===== config.mk =====
export PLATFORM = sky130hd
export DESIGN_NAME = sf_slope_filter
export DESIGN_NICKNAME = d
export VERILOG_FILES = /design/src/rtl/sf_pkg.sv /design/src/rtl/sf_rst_sync.sv /design/src/rtl/sf_rndsat.sv /design/src/rtl/sf_weight_rom.sv /design/src/rtl/sf_cmul.sv /design/src/rtl/sf_slope_filter.sv
export SDC_FILE = /design/constraint.sdc
export NUM_CORES = 2
export LEC_CHECK = 0
export BUFFER_PORTS_ARGS = -buffer_cell sky130_fd_sc_hd__buf_2
export CORE_UTILIZATION = 50
export CTS_CLUSTER_SIZE = 8
export DETAILED_ROUTE_END_ITERATION = 6
export PLACE_DENSITY = 0.65
export SYNTH_ARGS = -nofsm -noshare
export SYNTH_HDL_FRONTEND = slang
export SYNTH_HIERARCHICAL = 1
export SYNTH_SLANG_ARGS = --single-unit
export TNS_END_PERCENT = 50

===== constraint.sdc =====
create_clock -name clk -period 49.9 [get_ports clk]
set_input_delay 12.475 -clock clk [delete_from_list [all_inputs] [get_ports clk]]
set_output_delay 12.475 -clock clk [all_outputs]
set_load 0.005 [all_outputs]

===== src/rtl/sf_pkg.sv =====
package sf_pkg;

  // signed spatial frequency of a grid index
  function automatic int sgn_freq(input int idx, input int n_log);
    if (idx < (1 << (n_log - 1))) return idx;
    return idx - (1 << n_log);
  endfunction

  // imaginary weight entry: s(a) * 2^frac / (s(a)^2 + s(b)^2), rounded away from zero
  function automatic int wt_im(input int a, input int b, input int n_log, input int frac);
    int sa;
    int sb;
    int den;
    int num;
    sa  = sgn_freq(a, n_log);
    sb  = sgn_freq(b, n_log);
    den = sa * sa + sb * sb;
    if (den == 0) return 0;
    num = sa * (1 << frac);
    if (num >= 0) return (num + den / 2) / den;
    return -((-num + den / 2) / den);
  endfunction

endpackage


===== src/rtl/sf_rst_sync.sv =====
module sf_rst_sync (
  input  logic clk,
  input  logic rst_n,
  output logic rst_s_n
);
  logic meta_q;

  always_ff @(posedge clk or negedge rst_n) begin
    if (!rst_n) begin
      meta_q  <= 1'b0;
      rst_s_n <= 1'b0;
    end else begin
      meta_q  <= 1'b1;
      rst_s_n <= meta_q;
    end
  end
endmodule


===== src/rtl/sf_rndsat.sv =====
module sf_rndsat #(
  parameter int IN_W  = 24,
  parameter int SH    = 6,
  parameter int OUT_W = 18
) (
  input  logic signed [IN_W-1:0]  x,
  output logic signed [OUT_W-1:0] y
);
  localparam int T_W = IN_W + 1;
  localparam int R_W = T_W - SH;
  localparam logic signed [T_W-1:0] HALF = T_W'(1) << (SH - 1);
  localparam logic signed [R_W-1:0] HI   = R_W'((2 ** (OUT_W - 1)) - 1);
  localparam logic signed [R_W-1:0] LO   = -HI - R_W'(1);

  logic signed [T_W-1:0] t;
  logic signed [R_W-1:0] r;

  always_comb begin
    t = T_W'(x) + HALF;
    r = t[T_W-1:SH];
    if (r > HI)      y = HI[OUT_W-1:0];
    else if (r < LO) y = LO[OUT_W-1:0];
    else             y = r[OUT_W-1:0];
  end
endmodule


===== src/rtl/sf_weight_rom.sv =====
module sf_weight_rom #(
  parameter int N_LOG  = 3,
  parameter int W_W    = 16,
  parameter int W_FRAC = 14
) (
  input  logic [N_LOG-1:0]      row,
  input  logic [N_LOG-1:0]      col,
  output logic signed [W_W-1:0] wx_re,
  output logic signed [W_W-1:0] wx_im,
  output logic signed [W_W-1:0] wy_re,
  output logic signed [W_W-1:0] wy_im
);
  localparam int NPTS = 1 << (2 * N_LOG);
  localparam int NSIDE = 1 << N_LOG;

  // one table; real plane is zero for every entry
  logic signed [W_W-1:0] tbl_re [NPTS];
  logic signed [W_W-1:0] tbl_im [NPTS];

  for (genvar g = 0; g < NPTS; g++) begin : g_tbl
    assign tbl_re[g] = '0;
    assign tbl_im[g] = W_W'(sf_pkg::wt_im(g / NSIDE, g % NSIDE, N_LOG, W_FRAC));
  end

  // y path reads the transpose: indices swapped
  assign wx_re = tbl_re[{row, col}];
  assign wx_im = tbl_im[{row, col}];
  assign wy_re = tbl_re[{col, row}];
  assign wy_im = tbl_im[{col, row}];
endmodule


===== src/rtl/sf_cmul.sv =====
module sf_cmul #(
  parameter int A_W = 18,
  parameter int B_W = 16
) (
  input  logic                     clk,
  input  logic                     rst_n,
  input  logic                     in_vld,
  input  logic signed [A_W-1:0]    a_re,
  input  logic signed [A_W-1:0]    a_im,
  input  logic signed [B_W-1:0]    b_re,
  input  logic signed [B_W-1:0]    b_im,
  output logic                     out_vld,
  output logic signed [A_W+B_W:0]  p_re,
  output logic signed [A_W+B_W:0]  p_im
);
  localparam int M_W = A_W + B_W;
  localparam int P_W = M_W + 1;

  logic                  v1, v2, v3;
  logic signed [A_W-1:0] a_re_q, a_im_q;
  logic signed [B_W-1:0] b_re_q, b_im_q;
  logic signed [M_W-1:0] rr_q, ii_q, ri_q, ir_q;
  logic signed [M_W-1:0] rr_n, ii_n, ri_n, ir_n;
  logic signed [P_W-1:0] re_q, im_q, re_n, im_n;

  always_comb begin
    rr_n = a_re_q * b_re_q;
    ii_n = a_im_q * b_im_q;
    ri_n = a_re_q * b_im_q;
    ir_n = a_im_q * b_re_q;
    re_n = P_W'(rr_q) - P_W'(ii_q);
    im_n = P_W'(ri_q) + P_W'(ir_q);
  end

  always_ff @(posedge clk or negedge rst_n) begin
    if (!rst_n) begin
      v1 <= 1'b0; v2 <= 1'b0; v3 <= 1'b0; out_vld <= 1'b0;
      a_re_q <= '0; a_im_q <= '0; b_re_q <= '0; b_im_q <= '0;
      rr_q <= '0; ii_q <= '0; ri_q <= '0; ir_q <= '0;
      re_q <= '0; im_q <= '0; p_re <= '0; p_im <= '0;
    end else begin
      v1 <= in_vld;
      v2 <= v1;
      v3 <= v2;
      out_vld <= v3;
      if (in_vld) begin
        a_re_q <= a_re; a_im_q <= a_im; b_re_q <= b_re; b_im_q <= b_im;
      end
      if (v1) begin
        rr_q <= rr_n; ii_q <= ii_n; ri_q <= ri_n; ir_q <= ir_n;
      end
      if (v2) begin
        re_q <= re_n; im_q <= im_n;
      end
      if (v3) begin
        p_re <= re_q; p_im <= im_q;
      end
    end
  end
endmodule


===== src/rtl/sf_slope_filter.sv =====
module sf_slope_filter #(
  parameter int N_LOG  = 3,
  parameter int IN_W   = 24,
  parameter int MUL_W  = 18,
  parameter int W_W    = 16,
  parameter int W_FRAC = 14,
  parameter int OUT_W  = 16
) (
  input  logic                    clk,
  input  logic                    rst_n,
  input  logic                    in_vld,
  input  logic [N_LOG-1:0]        in_row,
  input  logic [N_LOG-1:0]        in_col,
  input  logic signed [IN_W-1:0]  fx_re,
  input  logic signed [IN_W-1:0]  fx_im,
  input  logic signed [IN_W-1:0]  fy_re,
  input  logic signed [IN_W-1:0]  fy_im,
  output logic                    out_vld,
  output logic [N_LOG-1:0]        out_row,
  output logic [N_LOG-1:0]        out_col,
  output logic signed [OUT_W-1:0] out_re,
  output logic signed [OUT_W-1:0] out_im
);
  localparam int IN_SH  = IN_W - MUL_W;
  localparam int P_W    = MUL_W + W_W + 1;
  localparam int S_W    = P_W + 1;
  localparam int OUT_SH = W_FRAC + MUL_W - OUT_W;
  localparam int LAT    = 7;
  localparam int TAG_W  = 2 * N_LOG;
  localparam int N_LANE = 4;

  logic rst_s_n;

  sf_rst_sync u_rst (.clk(clk), .rst_n(rst_n), .rst_s_n(rst_s_n));

  // ---- stage A: input rounding and weight lookup ----
  logic signed [IN_W-1:0]  lane_in  [N_LANE];
  logic signed [MUL_W-1:0] lane_rnd [N_LANE];
  logic signed [MUL_W-1:0] lane_q   [N_LANE];
  logic signed [W_W-1:0]   wx_re, wx_im, wy_re, wy_im;
  logic signed [W_W-1:0]   wx_re_q, wx_im_q, wy_re_q, wy_im_q;
  logic                    vld_a;

  assign lane_in[0] = fx_re;
  assign lane_in[1] = fx_im;
  assign lane_in[2] = fy_re;
  assign lane_in[3] = fy_im;

  for (genvar l = 0; l < N_LANE; l++) begin : g_lane
    sf_rndsat #(.IN_W(IN_W), .SH(IN_SH), .OUT_W(MUL_W)) u_rin (
      .x(lane_in[l]), .y(lane_rnd[l])
    );
  end

  sf_weight_rom #(.N_LOG(N_LOG), .W_W(W_W), .W_FRAC(W_FRAC)) u_rom (
    .row(in_row), .col(in_col),
    .wx_re(wx_re), .wx_im(wx_im), .wy_re(wy_re), .wy_im(wy_im)
  );

  always_ff @(posedge clk or negedge rst_s_n) begin
    if (!rst_s_n) begin
      vld_a <= 1'b0;
      for (int l = 0; l < N_LANE; l++) lane_q[l] <= '0;
      wx_re_q <= '0; wx_im_q <= '0; wy_re_q <= '0; wy_im_q <= '0;
    end else begin
      vld_a <= in_vld;
      if (in_vld) begin
        for (int l = 0; l < N_LANE; l++) lane_q[l] <= lane_rnd[l];
        wx_re_q <= wx_re; wx_im_q <= wx_im; wy_re_q <= wy_re; wy_im_q <= wy_im;
      end
    end
  end

  // ---- complex weighting, both gradients in lockstep ----
  logic                  vx, vy;
  logic signed [P_W-1:0] px_re, px_im, py_re, py_im;

  sf_cmul #(.A_W(MUL_W), .B_W(W_W)) u_mx (
    .clk(clk), .rst_n(rst_s_n), .in_vld(vld_a),
    .a_re(lane_q[0]), .a_im(lane_q[1]), .b_re(wx_re_q), .b_im(wx_im_q),
    .out_vld(vx), .p_re(px_re), .p_im(px_im)
  );

  sf_cmul #(.A_W(MUL_W), .B_W(W_W)) u_my (
    .clk(clk), .rst_n(rst_s_n), .in_vld(vld_a),
    .a_re(lane_q[2]), .a_im(lane_q[3]), .b_re(wy_re_q), .b_im(wy_im_q),
    .out_vld(vy), .p_re(py_re), .p_im(py_im)
  );

  // ---- sum and output rounding ----
  logic                    vld_m, vld_s;
  logic signed [S_W-1:0]   sum_re_n, sum_im_n, sum_re_q, sum_im_q;
  logic signed [OUT_W-1:0] o_re_n, o_im_n;

  assign vld_m = vx & vy;

  always_comb begin
    sum_re_n = S_W'(px_re) + S_W'(py_re);
    sum_im_n = S_W'(px_im) + S_W'(py_im);
  end

  sf_rndsat #(.IN_W(S_W), .SH(OUT_SH), .OUT_W(OUT_W)) u_ro_re (.x(sum_re_q), .y(o_re_n));
  sf_rndsat #(.IN_W(S_W), .SH(OUT_SH), .OUT_W(OUT_W)) u_ro_im (.x(sum_im_q), .y(o_im_n));

  always_ff @(posedge clk or negedge rst_s_n) begin
    if (!rst_s_n) begin
      vld_s <= 1'b0; out_vld <= 1'b0;
      sum_re_q <= '0; sum_im_q <= '0;
      out_re <= '0; out_im <= '0;
    end else begin
      vld_s   <= vld_m;
      out_vld <= vld_s;
      if (vld_m) begin
        sum_re_q <= sum_re_n; sum_im_q <= sum_im_n;
      end
      if (vld_s) begin
        out_re <= o_re_n; out_im <= o_im_n;
      end
    end
  end

  // ---- index tags travel with the data ----
  logic [TAG_W-1:0] tag_q [LAT];
  logic [LAT-2:0]   tvld_q;
  logic [LAT-1:0]   tag_en;

  always_comb begin
    tag_en[0] = in_vld;
    for (int i = 1; i < LAT; i++) tag_en[i] = tvld_q[i-1];
  end

  always_ff @(posedge clk or negedge rst_s_n) begin
    if (!rst_s_n) begin
      tvld_q <= '0;
      for (int i = 0; i < LAT; i++) tag_q[i] <= '0;
    end else begin
      tvld_q <= tag_en[LAT-2:0];
      if (tag_en[0]) tag_q[0] <= {in_row, in_col};
      for (int i = 1; i < LAT; i++) begin
        if (tag_en[i]) tag_q[i] <= tag_q[i-1];
      end
    end
  end

  assign out_row = tag_q[LAT-1][TAG_W-1:N_LOG];
  assign out_col = tag_q[LAT-1][N_LOG-1:0];
endmodule


Yosys cells after proc, flatten, opt, wreduce, memory -nomap -nowiden
Memory sizes are Yosys's and may differ from the RTL's. A register that Yosys moved wholly into a read port is not among the register bits.
Cells that the tools add are included.
{ "totals": {"output_inout_bits": 39, "mem_count": 4, "reg_bits": 921, "rom_bits": 4096, "input_bits": 105, "word_cells": 103} }
{ "mem_list": {"columns": ["name", "depth", "word_bits", "read_ports", "rd_ports_with_merged_regs", "write_ports", "line", "text"], "rows": [
  ["(no name shown)", 64, 16, 1, 1, 0, "sf_weight_rom.sv:26", "assign wx_re = tbl_re[{row, col}];"],
  ["(no name shown)", 64, 16, 1, 1, 0, "sf_weight_rom.sv:27", "assign wx_im = tbl_im[{row, col}];"],
  ["(no name shown)", 64, 16, 1, 1, 0, "sf_weight_rom.sv:28", "assign wy_re = tbl_re[{col, row}];"],
  ["(no name shown)", 64, 16, 1, 1, 0, "sf_weight_rom.sv:29", "assign wy_im = tbl_im[{col, row}];"]
]} }
{ "classes": {"n_reduce_logical": 4, "n_addsub": 12, "n_mux": 12, "n_bitwise": 2, "magnitude_cmp": 12, "mul": 8} }
{ "ops": {"columns": ["cell", "count"], "rows": [
  ["multiplier 18 x 16 -> 34 bit", 8],
  ["two-way mux 18 bit", 8],
  ["adder 24 x 7 -> 25 bit (second input constant)", 4],
  ["greater-than comparator 19 x 18 -> 1 bit (second input constant)", 4],
  ["< comparator 19 x 18 -> 1 bit (second input constant)", 4],
  ["adder 36 x 17 -> 37 bit (second input constant)", 2],
  ["adder 35 x 35 -> 36 bit", 2],
  ["adder 34 x 34 -> 35 bit", 2],
  ["subtractor 34 x 34 -> 35 bit", 2],
  ["two-way mux 16 bit", 4],
  ["greater-than comparator 21 x 16 -> 1 bit (second input constant)", 2],
  ["< comparator 21 x 16 -> 1 bit (second input constant)", 2],
  ["NOT 6 -> 7 bit", 2],
  ["zero test 1 bit", 4]
]} }

Logic depth before layout (Yosys ltp)
{ "depth": {"word_depth": 4, "depth_mapped": 27, "mapped_depth_nobuf": 25} }

By module
Netlist, hierarchy kept.
{ "by_module_without_submodules": {"columns": ["module", "seq_area_each_um2", "n_inst", "cells_per_inst", "area_per_inst_um2"], "rows": [
  ["sf_cmul at u_mx", 8708.4, 1, 6221, 59542.1],
  ["sf_cmul at u_my", 8708.4, 1, 6135, 59306.9],
  ["sf_slope_filter", 7257.0, 1, 1264, 14503.9],
  ["sf_rndsat at g_lane[0].u_rin ...", 0.0, 4, 104, 676.9],
  ["sf_weight_rom", 0.0, 1, 323, 2093.3],
  ["sf_rndsat at u_ro_im ...", 0.0, 2, 81, 620.6],
  ["sf_rst_sync", 50.0, 1, 3, 53.8]
]} }

Worst setup path after synthesis
OpenSTA, ideal clock, no wires.
{ "synth_timing": {"kind": "input port to flip-flop", "startpoint": "in in_row[0]", "endpoint": "reg wy_im_q[8]", "setup_ns": 0.125, "arrival_time_ns": 14.267, "path_buffers": 2, "required_time_ns": 49.775, "stages": 9, "setup_slack_ns": 35.508, "path_cell_list": "buf_2 > inv_1 > buf_2 > ha_1 > mux2i_1 > or2b_2 > a21oi_1 > or3_1 > mux2_2"} }
{ "synth_between": {"elab_chain_cells": 1} }
{ "synth_lines": {"columns": ["item", "line", "text"], "rows": [
  ["from (decl)", "sf_slope_filter.sv:12", "input logic [N_LOG-1:0] in_row,"],
  ["NOT 6 -> 7 bit (not written as such)", "sf_weight_rom.sv:29", null],
  ["to (decl)", "sf_slope_filter.sv:41", "logic signed [W_W-1:0] wx_re_q, wx_im_q, wy_re_q, wy_im_q;"]
]} }
Every way passes these cells.
A chain may end at the register's enable or synchronous reset.

Worst setup path in the final report
Same ends and word-level chain as after synthesis.

==> results.sh <==
export IMPL_grt_pass1_wl_um=572000
export IMPL_dr_pass1_iters=6
export IMPL_avgViaCountPerCell=5.44
export IMPL_nNetsFinal=17455
export IMPL_skew_ns=0.0698
export IMPL_synth_warnings=6
export IMPL_clockBufferDepth=4
export IMPL_clockRootBuffer="clkbuf_16"
export IMPL_via_count=97226
export IMPL_cts_repair_resized=0
export IMPL_critPathLaunchType="input pin"
export IMPL_grt_pass1_vias=99583
export IMPL_drc=0
export IMPL_end_kind="flop"
export IMPL_final_cell_count_no_fill=17859
export IMPL_hold_class="flop to flop"
export IMPL_drive_gt1_share_pct=9.79
export IMPL_ctsHoldBuffers=0
export IMPL_path_class="input pin to flop"
export IMPL_slew_violations=0
export IMPL_holdPathStages=0
export IMPL_track_usage_pct=26.3
export IMPL_final_min_clock_period_ns=14.65
export IMPL_grt_max_degree=142
export IMPL_core_rowCount=192
export IMPL_routed_wl_um=353000
export IMPL_first_iter_violations=7387
export IMPL_fp_coreArea_um2=274000
export IMPL_dp_cells=17643
export IMPL_insertion_delay_ns=0.85
export IMPL_slew_headroom_pct=29.0
export IMPL_grt_antenna_before_repair=18
export IMPL_io_buffers=123
export IMPL_crit_fanout=45
export IMPL_die_h_um=527
export IMPL_r2r_cells=22
export IMPL_floorplan_initialDensity_pct=50.4
export IMPL_tightest_slew_ns=1.06
export IMPL_dieArea_um2=278000
export IMPL_post_cts_buffers=0
export IMPL_cts_sinks=958
export IMPL_clk_pin_slew_ns=0.06
export IMPL_rsz0062_at_grt="no"
export IMPL_io_pins=144
export IMPL_dp_hpwl_um=268000
export IMPL_required_ns=50.56
export IMPL_area_growth_pct=5.58
export IMPL_cts_tree="done"
export IMPL_h_tree_depth=4
export IMPL_syn_inst=14376
export IMPL_crit_arrival_ns=15.32
export IMPL_avgRoutedWirePerCell_um=19.8
export IMPL_finalHoldViolations=0
export IMPL_netlist_area_um2=138000
export IMPL_syn_area_per_cell_um2=9.60
export IMPL_cts_buffers=151
export IMPL_die_w_um=527
export IMPL_finalCritPeriodShare_pct=29.4
export IMPL_drv_cap=0
export IMPL_grt_overflow=0
export IMPL_antenna_left=0
export IMPL_finalSetupTns_ns=0
export IMPL_gp_congestion=0.894
export IMPL_status="finished clean"
export IMPL_fmax_mhz=68.3
export IMPL_setup_viol=0
[routing by layer]
metal	track usage (%)	vias up	routed length [um]
met4	6.52	10	9440
met2	39.7	3038	153000
met5	0	-	59
li1	-	44103	-
met3	4.93	462	28100
met1	38.8	49613	162000
[flip-flops by register name, summed over array words and instances (netlist names), 35 cells and up]
name,flops
lane_q,72
tag_q,36
u_mx/im_q,35
u_mx/p_im,35
u_mx/p_re,35
u_mx/re_q,35
u_my/im_q,35
u_my/p_im,35
u_my/p_re,35
u_my/re_q,35
[placed cells by master (no fill, tap or decap), types with 33 or more instances in the layout]
cell / instances
nor2_1: 374
a31oi_1: 62
and3_1: 61
o21bai_1: 50
o21ai_0: 348
nor3_1: 101
conb_1: 33
nand2b_1: 83
mux2_2: 726
clkbuf_16: 154
nor2b_1: 53
nand4_1: 64
dfrtp_2: 34
o211ai_1: 40
nand3_1: 163
inv_1: 2863
a211oi_1: 50
ha_1: 914
a21o_1: 211
xor2_1: 122
o21a_1: 75
fa_1: 2326
a21oi_1: 424
mux2i_1: 43
buf_4: 156
nand2_1: 1502
o31ai_1: 43
buf_2: 122
and2_1: 1097
dfrtp_1: 920
xnor2_1: 346
[critical path, cell delays in order]
cell and delay, ns:
buf_2 0.59, inv_1 0.49, ha_1 0.47, mux2i_1 0.34, or2b_2 0.22, a21oi_1 0.06
or3_1 0.38, mux2_2 0.26
[layout make-up]
type / instances / area (um2)
timing repair buffer: 280 / 1810
multi-input combinational: 9847 / 100000
inverter: 2872 / 10800
fill: 24905 / 128000
clock inverter: 12 / 135
antenna: 12 / 30.0
tap: 3686 / 4610
sequential: 958 / 24000
clock buffer: 192 / 4060
[metrics by stage]
step | area [um2] | setup WS [ns] | util, % | hold slack (ns)
finish | 146000 | 35.25 | 53.2 | 0.354
global route | 146000 | 35.14 | 53.2 | 0.366
CTS | 146000 | 35.38 | 53.2 | 0.358
detailed placement | 142000 | 34.53 | 51.6 | 0.343
global placement | 142000 | 34.49 | 51.6 | 0.340
floorplan | 138000 | 21.22 | - | 0.331
[worst paths after layout]
path,startpoint,to,slack [ns]
worst max-delay path,in_row[0],wy_im_q[8]$_DFFE_PN0P_,35.25
worst max register to register,u_mx/b_im_q[6]$_DFFE_PN0P_,u_mx/ri_q[33]$_DFFE_PN0P_,41.79
worst min-delay path,u_rst/meta_q$_DFF_PN0_,u_rst/rst_s_n$_DFF_PN0_,0.35
max in group asynchronous,rst_n,u_rst/rst_s_n$_DFF_PN0_,38.36
min in group asynchronous,u_rst/rst_s_n$_DFF_PN0_,tag_q[41]$_DFFE_PN0P_,0.42
worst min register to register,u_rst/meta_q$_DFF_PN0_,u_rst/rst_s_n$_DFF_PN0_,0.35
Power is left out: the tool's default activity adds up to more than one toggle a clock period on the data nets, which glitch-free logic cannot reach.
